File: config.mk
export PLATFORM = sky130hd
export DESIGN_NAME = ioexp_regbank
export DESIGN_NICKNAME = d
export VERILOG_FILES = /design/src/rtl/ioexp_pkg.sv /design/src/rtl/ioexp_ctrl.sv /design/src/rtl/ioexp_port.sv /design/src/rtl/ioexp_regbank.sv
export SDC_FILE = /design/constraint.sdc
export NUM_CORES = 1
export LEC_CHECK = 0
export ABC_AREA = 1
export ABC_CLOCK_PERIOD_IN_PS = 1800
export CAP_MARGIN = 40
export CORE_MARGIN = 2
export CORE_UTILIZATION = 40
export CTS_CLUSTER_DIAMETER = 60
export DETAILED_ROUTE_END_ITERATION = 10
export PLACE_DENSITY = 0.64
export SKIP_LAST_GASP = 1
export SYNTH_ARGS = -nofsm -noshare
export SYNTH_HDL_FRONTEND = slang
export SYNTH_SLANG_ARGS = --single-unit
File: constraint.sdc
create_clock -name clk -period 1.8 [get_ports clk]
set_input_delay 0.36 -clock clk [delete_from_list [all_inputs] [get_ports clk]]
set_output_delay 0.36 -clock clk [all_outputs]
set_load 0.02 [all_outputs]
File: src/rtl/ioexp_pkg.sv
package ioexp_pkg;
    localparam int BYTE_W = 8;

    typedef enum logic [1:0] {
        PH_IDLE = 2'd0,
        PH_CMD  = 2'd1,
        PH_DATA = 2'd2,
        PH_READ = 2'd3
    } phase_t;

    typedef enum logic [1:0] {
        GRP_IN  = 2'd0,
        GRP_OUT = 2'd1,
        GRP_POL = 2'd2,
        GRP_CFG = 2'd3
    } grp_t;

    localparam logic [BYTE_W-1:0] OUT_RST = '1;
    localparam logic [BYTE_W-1:0] POL_RST = '0;
    localparam logic [BYTE_W-1:0] CFG_RST = '1;
endpackage

File: src/rtl/ioexp_ctrl.sv
module ioexp_ctrl
    import ioexp_pkg::*;
#(
    parameter int BW = 8
) (
    input  logic          clk,
    input  logic          rst_n,
    input  logic          bus_start,
    input  logic          bus_stop,
    input  logic          addr_hit,
    input  logic          addr_rw,
    input  logic [BW-1:0] rx_byte,
    input  logic          rx_valid,
    input  logic          rd_req,
    output logic          wr_en,
    output logic          rd_en,
    output logic [2:0]    ptr
);
    typedef struct packed {
        phase_t     phase;
        logic [2:0] ptr;
    } ctrl_s;

    ctrl_s st_d, st_q;
    logic  bus_evt;
    logic  cmd_ok;

    assign bus_evt = bus_start | bus_stop | addr_hit;
    assign cmd_ok  = (rx_byte[BW-1:3] == '0);

    always_comb begin
        st_d  = st_q;
        wr_en = 1'b0;
        rd_en = 1'b0;
        if (bus_start || bus_stop) begin
            st_d.phase = PH_IDLE;
        end else if (addr_hit) begin
            st_d.phase = addr_rw ? PH_READ : PH_CMD;
        end else begin
            case (st_q.phase)
                PH_CMD: if (rx_valid) begin
                    if (cmd_ok) st_d.ptr = rx_byte[2:0];
                    st_d.phase = PH_DATA;
                end
                PH_DATA: if (rx_valid) begin
                    wr_en      = 1'b1;
                    st_d.ptr   = {st_q.ptr[2:1], ~st_q.ptr[0]};
                end
                PH_READ: if (rd_req) begin
                    rd_en      = 1'b1;
                    st_d.ptr   = {st_q.ptr[2:1], ~st_q.ptr[0]};
                end
                default: ;
            endcase
        end
    end

    always_ff @(posedge clk or negedge rst_n) begin
        if (!rst_n) begin
            st_q <= '{phase: PH_IDLE, ptr: 3'd0};
        end else begin
            st_q <= st_d;
        end
    end

    assign ptr = st_q.ptr;

    AST_PAIR_ALT: assert property (@(posedge clk) disable iff (!rst_n)
        (st_q.phase == PH_DATA && rx_valid && !bus_evt)
        |=> (ptr[2:1] == $past(ptr[2:1]) && ptr[0] != $past(ptr[0])));

    AST_CMD_RANGE: assert property (@(posedge clk) disable iff (!rst_n)
        (st_q.phase == PH_CMD && rx_valid && !cmd_ok && !bus_evt)
        |=> $stable(ptr));
endmodule

File: src/rtl/ioexp_port.sv
module ioexp_port
    import ioexp_pkg::*;
#(
    parameter int W = 8
) (
    input  logic         clk,
    input  logic         rst_n,
    input  logic [W-1:0] pin_in,
    input  logic         wr_en,
    input  grp_t         wr_grp,
    input  logic [W-1:0] wdata,
    input  logic         rd_cap,
    output logic [W-1:0] out_q,
    output logic [W-1:0] pol_q,
    output logic [W-1:0] cfg_q,
    output logic [W-1:0] rd_in,
    output logic         chg
);
    typedef struct packed {
        logic [W-1:0] outr;
        logic [W-1:0] pol;
        logic [W-1:0] cfg;
        logic [W-1:0] last;
        logic [W-1:0] pin_s;
    } port_s;

    port_s pr_d, pr_q;

    always_comb begin
        pr_d       = pr_q;
        pr_d.pin_s = pin_in;
        if (wr_en) begin
            case (wr_grp)
                GRP_OUT: pr_d.outr = wdata;
                GRP_POL: pr_d.pol  = wdata;
                GRP_CFG: pr_d.cfg  = wdata;
                default: ;
            endcase
        end
        if (rd_cap) pr_d.last = pr_q.pin_s;
    end

    always_ff @(posedge clk or negedge rst_n) begin
        if (!rst_n) begin
            pr_q.outr  <= OUT_RST;
            pr_q.pol   <= POL_RST;
            pr_q.cfg   <= CFG_RST;
            pr_q.last  <= '0;
            pr_q.pin_s <= '0;
        end else begin
            pr_q <= pr_d;
        end
    end

    assign out_q = pr_q.outr;
    assign pol_q = pr_q.pol;
    assign cfg_q = pr_q.cfg;
    assign rd_in = pr_q.pin_s ^ pr_q.pol;
    assign chg   = |((pr_q.pin_s ^ pr_q.last) & pr_q.cfg);

    AST_OUT_HOLD: assert property (@(posedge clk) disable iff (!rst_n)
        !(wr_en && wr_grp == GRP_OUT) |=> $stable(out_q));

    AST_INT_CLEAR: assert property (@(posedge clk) disable iff (!rst_n)
        ($past(rd_cap) && pr_q.pin_s == $past(pr_q.pin_s)) |-> !chg);
endmodule

File: src/rtl/ioexp_regbank.sv
module ioexp_regbank
    import ioexp_pkg::*;
#(
    parameter int PORT_W = 8
) (
    input  logic                       clk,
    input  logic                       rst_n,
    input  logic                       bus_start,
    input  logic                       bus_stop,
    input  logic                       addr_hit,
    input  logic                       addr_rw,
    input  logic [PORT_W-1:0]          rx_byte,
    input  logic                       rx_valid,
    input  logic                       rd_req,
    output logic [PORT_W-1:0]          rd_byte,
    input  logic [2*PORT_W-1:0]        pin_in,
    output logic [2*PORT_W-1:0]        pin_out,
    output logic [2*PORT_W-1:0]        pin_oe,
    output logic                       int_n
);
    localparam int NPORT = 2;

    typedef struct packed {
        logic [PORT_W-1:0] rd_byte;
        logic              int_n;
    } top_s;

    top_s tp_d, tp_q;

    logic                          wr_en, rd_en;
    logic [2:0]                    ptr;
    grp_t                          grp;
    logic [NPORT-1:0][PORT_W-1:0]  out_a, pol_a, cfg_a, rdin_a;
    logic [NPORT-1:0]              chg_a;

    assign grp = grp_t'(ptr[2:1]);

    ioexp_ctrl #(.BW(PORT_W)) u_ctrl (
        .clk       (clk),
        .rst_n     (rst_n),
        .bus_start (bus_start),
        .bus_stop  (bus_stop),
        .addr_hit  (addr_hit),
        .addr_rw   (addr_rw),
        .rx_byte   (rx_byte),
        .rx_valid  (rx_valid),
        .rd_req    (rd_req),
        .wr_en     (wr_en),
        .rd_en     (rd_en),
        .ptr       (ptr)
    );

    for (genvar p = 0; p < NPORT; p++) begin : g_port
        ioexp_port #(.W(PORT_W)) u_port (
            .clk    (clk),
            .rst_n  (rst_n),
            .pin_in (pin_in[p*PORT_W +: PORT_W]),
            .wr_en  (wr_en && (ptr[0] == p[0])),
            .wr_grp (grp),
            .wdata  (rx_byte),
            .rd_cap (rd_en && grp == GRP_IN && (ptr[0] == p[0])),
            .out_q  (out_a[p]),
            .pol_q  (pol_a[p]),
            .cfg_q  (cfg_a[p]),
            .rd_in  (rdin_a[p]),
            .chg    (chg_a[p])
        );
        assign pin_out[p*PORT_W +: PORT_W] = out_a[p];
        assign pin_oe[p*PORT_W +: PORT_W]  = ~cfg_a[p];
    end

    always_comb begin
        tp_d       = tp_q;
        tp_d.int_n = ~(|chg_a);
        if (rd_en) begin
            case (grp)
                GRP_IN:  tp_d.rd_byte = rdin_a[ptr[0]];
                GRP_OUT: tp_d.rd_byte = out_a[ptr[0]];
                GRP_POL: tp_d.rd_byte = pol_a[ptr[0]];
                default: tp_d.rd_byte = cfg_a[ptr[0]];
            endcase
        end
    end

    always_ff @(posedge clk or negedge rst_n) begin
        if (!rst_n) begin
            tp_q <= '{rd_byte: '0, int_n: 1'b1};
        end else begin
            tp_q <= tp_d;
        end
    end

    assign rd_byte = tp_q.rd_byte;
    assign int_n   = tp_q.int_n;

    AST_INT_SRC: assert property (@(posedge clk) disable iff (!rst_n)
        !int_n |-> $past(|chg_a));

    AST_RD_HOLD: assert property (@(posedge clk) disable iff (!rst_n)
        !rd_en |=> $stable(rd_byte));
endmodule

==> results of run 1 <==
## report_power, final
group	switching (mW)	total, mW	internal, mW
clock network	0.816	2.05	1.23
logic	0.437	0.688	0.251
registers	0.0465	2.21	2.17
## flip-flops by register name (all words and copies together) (netlist names)
signal	count
g_port.u_port.pol_q	16
int_n	1
g_port.u_port.out_q	16
rd_byte	8
u_ctrl.st_q	2
g_port.u_port.pr_q	32
u_ctrl.ptr	3
g_port.u_port.cfg_q	16
## critical path, cell delays in order (launching register included)
cell and delay, ns:
dfstp_2 0.53, inv_1 0.10, dlygate4sd2_1 0.34
## stage by stage
stage                     setup WS, ns  std cells  util (%)  setup TNS, ns  power (mW)
after global routing            0.0570        953      50.6              0        5.16
after floorplan                  0.429        704         -              0        2.61
after CTS                        0.106        953      50.6              0        5.00
after detailed placement        -0.146        936      48.3          -6.65        2.93
final                            0.113        953      50.6              0        4.95
after global placement         -0.0645        936      48.3          -1.83        2.93
## per-layer routing
metal | GRT usage (%) | up-vias | share of wire (%)
met1 | 30.0 | 2242 | 46
met4 | 7.06 | 0 | 1.8
li1 | - | 2323 | -
met5 | 0 | - | 0
met3 | 4.83 | 19 | 5.9
met2 | 34.9 | 154 | 46
## layout make-up
| type | instances | share of cell area [%] |
|---|---|---|
| clock buffers | 14 | 4.48 |
| clock inverters | 2 | 0.592 |
| inverters | 88 | 5.21 |
| multi-input cells | 479 | 32.9 |
| flip-flops and latches | 94 | 37.8 |
| well taps | 172 | 3.39 |
| repair buffers | 104 | 15.7 |
## cells in the mapped netlist
master	n
nand2_1	302
inv_1	86
dfrtp_1	61
nand3_1	60
nand4_1	48
dfstp_2	33
nor2_1	27
o21ai_0	22
buf_4	18
buf_2	13
or2_2	10
clkbuf_1	8
nor2_2	4
buf_6	3
a21oi_1	2
clkinv_1	2
buf_1	1
nand2_2	1
nand3b_1	1
nor2_4	1
nor3_4	1
## timing repair
action / in CTS / in global routing
resized for setup: 33 / 0
hold buffers: 1 / 0
endpoints found under the setup margin: 33 / 0
hold endpoints to repair: 18 / 0
## worst paths after layout
path	from	endpoint	slack, ns	depth (start not counted)
min reg2reg	g_port[0].u_port.cfg_q[2]$_DFFE_PN1P_	g_port[0].u_port.cfg_q[2]$_DFFE_PN1P_	0.46	2
max reg2reg	u_ctrl.ptr[0]$_DFFE_PN0P_	rd_byte[2]$_DFFE_PN0P_	0.21	10
max in group asynchronous	rst_n	int_n$_DFF_PN1_	0.74	3
min in group asynchronous	rst_n	g_port[1].u_port.pr_q[14]$_DFFE_PN0P_	0.45	2
max	g_port[1].u_port.cfg_q[1]$_DFFE_PN1P_	pin_oe[9]	0.11	2
min	pin_in[8]	g_port[1].u_port.pr_q[0]$_DFF_PN0_	0.44	1
## logic make-up (layout without fill, tap and decap cells)
family / Yosys count / in the layout / share of synthesized area (%)
and+or+nand+nor: 455 / 455 / 38.7
buffers and inverters: 131 / 208 / 11.8
DFF: 94 / 94 / 47.2
AOI/OAI and AO/OA: 24 / 24 / 2.37
==> flow_summary.json, run 1 <==
{
  "status": "complete, no violations",
  "grt_setup_unrepaired": "no",
  "drv_cap": 0,
  "area_growth_pct": 24.9,
  "n_fill_cell": 1272,
  "drive_above_1_share_pct": 12.4,
  "routed_wl_um": 14000,
  "drtAntennaViolNets": 0,
  "synth_nets": 736,
  "p_per_area_mw_per_mm2": 780,
  "die_x_um": 117,
  "clock_skew_ns": 0.00442,
  "grt_pass1_vias": 4369,
  "initial_core_util_pct": 40.6,
  "final_nets": 808,
  "synth-seq-cells": 94,
  "dpl_cell_area_mm2": 0.00605,
  "start_kind": "flop",
  "vias": 4738,
  "cp.arrival_ns": 1.33,
  "syn_inst": 704,
  "root_buffer": "clkbuf_16",
  "grt-ovfl-total": 0,
  "final_common_cell": "nand2_1",
  "dp_hpwl_um": 10000,
  "die_h_um": 117,
  "antenna_cells": 0,
  "via_per_inst": 4.97,
  "io_buffers": 72,
  "grtUsageTotal_pct": 22.0,
  "wl_per_cell_um": 14.7,
  "fin_crit_sh_pct": 93.7,
  "synthTopCellsByArea": "dfrtp_1 30%, nand2_1 22%, dfstp_2 17%",
  "grt_antenna_before_repair": 0,
  "firstDrtPassIters": 4,
  "clk_path_buf_depth": 2,
  "cp_data_required_time_ns": 1.44,
  "synth_top_area_cell": "dfrtp_1",
  "hold_viol_final": 0,
  "tightest_slew_ns": 0.385,
  "cts_made_buffers": 9,
  "final_cell_mix": "302 x nand2_1, 86 x inv_1, 61 x dfrtp_1",
  "finalSetupViolCount": 0,
  "gp_congestion": 0.852,
  "area.sequential_mm2": 0.00239,
  "drc": 0,
  "drt_iter0_drc": 378,
  "multi_input_area_mm2": 0.00208,
  "grt_start_max_net_pins": 63,
  "maxSlewHeadroom_pct": 74.3,
  "clk_pin_slew_worst_paths_ns": 0.06,
  "syn_area_mm2": 0.00508,
  "grt_pass1_wl_um": 22700,
  "yosys_warnings": 0,
  "post_cts_buffers": 0,
  "dieArea_mm2": 0.0136,
  "clock_latency_ns": 0.36,
  "slew_viol_final": 0,
  "cp-end-kind": "output pin",
  "fmax_mhz": 593,
  "io_pins": 73,
  "cts_tree": "yes",
  "hold_path.class": "input pin to flop",
  "num_rows": 41,
  "synth_top_area_share_pct": 30.1,
  "irDropWorstVdd_mv": 0.469,
  "design_area_mm2": 0.00634,
  "crit_type": "flop to output pin",
  "htree_levels": 3,
  "clock_sinks": 94,
  "synth_area_per_cell_um2": 7.21,
  "cp_max_fo": 3,
  "period_minus_slack_ns": 1.69,
  "p_leak_nw": 3.19,
  "whs_ns": 0.438,
  "synth_cell_types": 21,
  "ys_seq_area_share_pct": 47.2,
  "core_area_mm2": 0.0125
}
No activity file was read; power rests on OpenSTA's default activity.
==> run 2: changes to the inputs <==
--- a/config.mk
+++ b/config.mk
@@ -8,11 +8,13 @@
 export ABC_AREA = 1
 export ABC_CLOCK_PERIOD_IN_PS = 1800
 export CAP_MARGIN = 40
+export CELL_PAD_IN_SITES_DETAIL_PLACEMENT = 2
+export CELL_PAD_IN_SITES_GLOBAL_PLACEMENT = 2
 export CORE_MARGIN = 2
-export CORE_UTILIZATION = 40
+export CORE_UTILIZATION = 31
 export CTS_CLUSTER_DIAMETER = 60
 export DETAILED_ROUTE_END_ITERATION = 10
-export PLACE_DENSITY = 0.64
+export PLACE_DENSITY = 0.82
 export SKIP_LAST_GASP = 1
 export SYNTH_ARGS = -nofsm -noshare
 export SYNTH_HDL_FRONTEND = slang
==> flow_summary.json, run 2 (synthesis results as in run 1) <==
{
  "drv_cap": 0,
  "fmax_mhz": 569,
  "finalSetupViolCount": 0,
  "p_leak_nw": 3.20,
  "hold_viol_final": 0,
  "tns_ns": 0,
  "maxSlewHeadroom_pct": 65.8,
  "irDropWorstVdd_mv": 0.512,
  "grt_setup_unrepaired": "no",
  "fin_crit_sh_pct": 97.7,
  "whs_ns": 0.430,
  "io_buffers": 72,
  "cp_max_fo": 2,
  "wl_per_cell_um": 19.2,
  "r2r_end": "u_ctrl.ptr[1]$_DFFE_PN0P_",
  "final_cell_mix": "302 x nand2_1, 86 x inv_1, 60 x nand3_1, 60 x dfrtp_1, 48 x nand4_1",
  "num_rows": 46,
  "dp_hpwl_um": 14000,
  "routed_wl_um": 19200,
  "core_area_mm2": 0.0159,
  "grt_pass1_wl_um": 31400,
  "grt-ovfl-total": 0,
  "final_nets": 811,
  "drtAntennaViolNets": 0,
  "cp_num_buf_inv": 1,
  "status": "complete, no violations",
  "die_x_um": 132,
  "hold_path.startpoint": "pin_in[3]",
  "die_h_um": 132,
  "grt_start_max_net_pins": 61,
  "cts_tree": "yes",
  "regMostFlops": "g_port.u_port.pr_q",
  "crit_type": "flop to output pin",
  "r2r_setup_slack_ns": 0.22,
  "drc": 0,
  "max_stage_delay_ns": 0.63,
  "slew_viol_final": 0,
  "power_frac_seq_pct": 43.4,
  "timing.rr.start": "u_ctrl.st_q[4]$_DFFE_PN0P_",
  "swShare_pct": 28.0,
  "combPwrFrac_pct": 14.8,
  "antenna_cells": 0,
  "hold_path.class": "input pin to flop",
  "p_per_area_mw_per_mm2": 795,
  "n_fill_cell": 1880,
  "root_buffer": "clkbuf_16",
  "period_minus_slack_ns": 1.76,
  "tightest_slew_ns": 0.511,
  "clock_sinks": 94,
  "clock_latency_ns": 0.36,
  "netSwitchingPower_mw": 1.43,
  "final_common_cell": "nand2_1",
  "reg2reg_depth": 7,
  "largest_register_ffs": 32,
  "htree_levels": 3,
  "cp_data_required_time_ns": 1.44,
  "cp.arrival_ns": 1.40,
  "utilization_pct": 40.3,
  "firstDrtPassIters": 4,
  "p_clk_share_pct": 41.8,
  "area_growth_pct": 26.6,
  "cp-end-kind": "output pin",
  "hold_depth": 1,
  "crit_family": "buffers and inverters",
  "clk_pin_slew_worst_paths_ns": 0.07,
  "dieArea_mm2": 0.0174,
  "post_cts_buffers": 0,
  "start_kind": "flop",
  "io_pins": 73,
  "drive_above_1_share_pct": 12.6,
  "internal-power_mw": 3.68,
  "crit_path_cell_trace": "clkdlybuf4s50_1",
  "critPathSlowestCell": "clkdlybuf4s50_1",
  "initial_core_util_pct": 31.8,
  "drt_iter0_drc": 257,
  "gp_congestion": 0.857,
  "vias": 4990,
  "grt_antenna_before_repair": 0,
  "cts_made_buffers": 9,
  "clk_path_buf_depth": 2,
  "via_per_inst": 4.99,
  "grtUsageTotal_pct": 23.2,
  "hold_end": "g_port[0].u_port.pr_q[3]$_DFF_PN0_",
  "grt_pass1_vias": 5738,
  "clock_skew_ns": 0.00675
}
==> run 2: power by group through the flow <==
| stage | clock [mW] | sequential (mW) | combinational [mW] |
|---|---|---|---|
| 3_3_place_gp | 0 | 2.25 | 0.727 |
| 2_1_floorplan | 0 | 2.25 | 0.366 |
| 4_1_cts | 2.17 | 2.22 | 0.766 |
| 6_report | 2.13 | 2.22 | 0.758 |
| 5_1_grt | 2.26 | 2.23 | 0.828 |
| 3_5_place_dp | 0 | 2.25 | 0.754 |
==> run 2: what timing repair did <==
| item | CTS | global route |
|---|---|---|
| setup endpoints to repair | 33 | 0 |
| hold buffers | 1 | 0 |
| resized for setup | 33 | 0 |
| endpoints found under the hold margin | 14 | 0 |
==> run 2: worst max-delay path by stage <==
stage / start / end / slack [ns] / cells past startpoint
3_3_place_gp: bus_stop / g_port[0].u_port.pol_q[1]$_DFFE_PN0P_ / -0.10 / 9
4_1_cts: rd_byte[2]$_DFFE_PN0P_ / rd_byte[2] / 0.05 / 1
6_report: rd_byte[2]$_DFFE_PN0P_ / rd_byte[2] / 0.04 / 1
2_1_floorplan: bus_stop / g_port[0].u_port.pol_q[0]$_DFFE_PN0P_ / 0.43 / 6
3_5_place_dp: bus_stop / g_port[1].u_port.out_q[7]$_DFFE_PN1P_ / -0.19 / 8
5_1_grt: rd_byte[2]$_DFFE_PN0P_ / rd_byte[2] / 0.03 / 1
==> run 2: stage by stage <==
step / area (um^2) / setup WS (ns) / power, mW / cells
final: 6430 / 0.0416 / 5.11 / 1000
after global routing: 6430 / 0.0346 / 5.31 / 1000
after CTS: 6430 / 0.0471 / 5.16 / 1000
after detailed placement: 6140 / -0.188 / 3.01 / 983
after global placement: 6140 / -0.102 / 2.98 / 983
after floorplan: 5080 / 0.429 / 2.61 / 704
==> run 2: area by class of cell <==
type	count	area, um^2	share of cell area [%]
well taps	216	270	4.20
inverters	88	330	5.14
flip-flops and latches	94	2390	37.3
clock buffers	13	250	3.89
clock inverters	3	67.6	1.05
multi-input cells	479	2080	32.4
repair buffers	107	1030	16.0
==> run 2: layer usage <==
| metal | part of all wire [%] | GRT usage (%) |
|---|---|---|
| met1 | 43 | 28.1 |
| met2 | 51 | 41.2 |
| met3 | 3.2 | 4.46 |
| met4 | 2.7 | 7.67 |
| met5 | 0 | 0 |
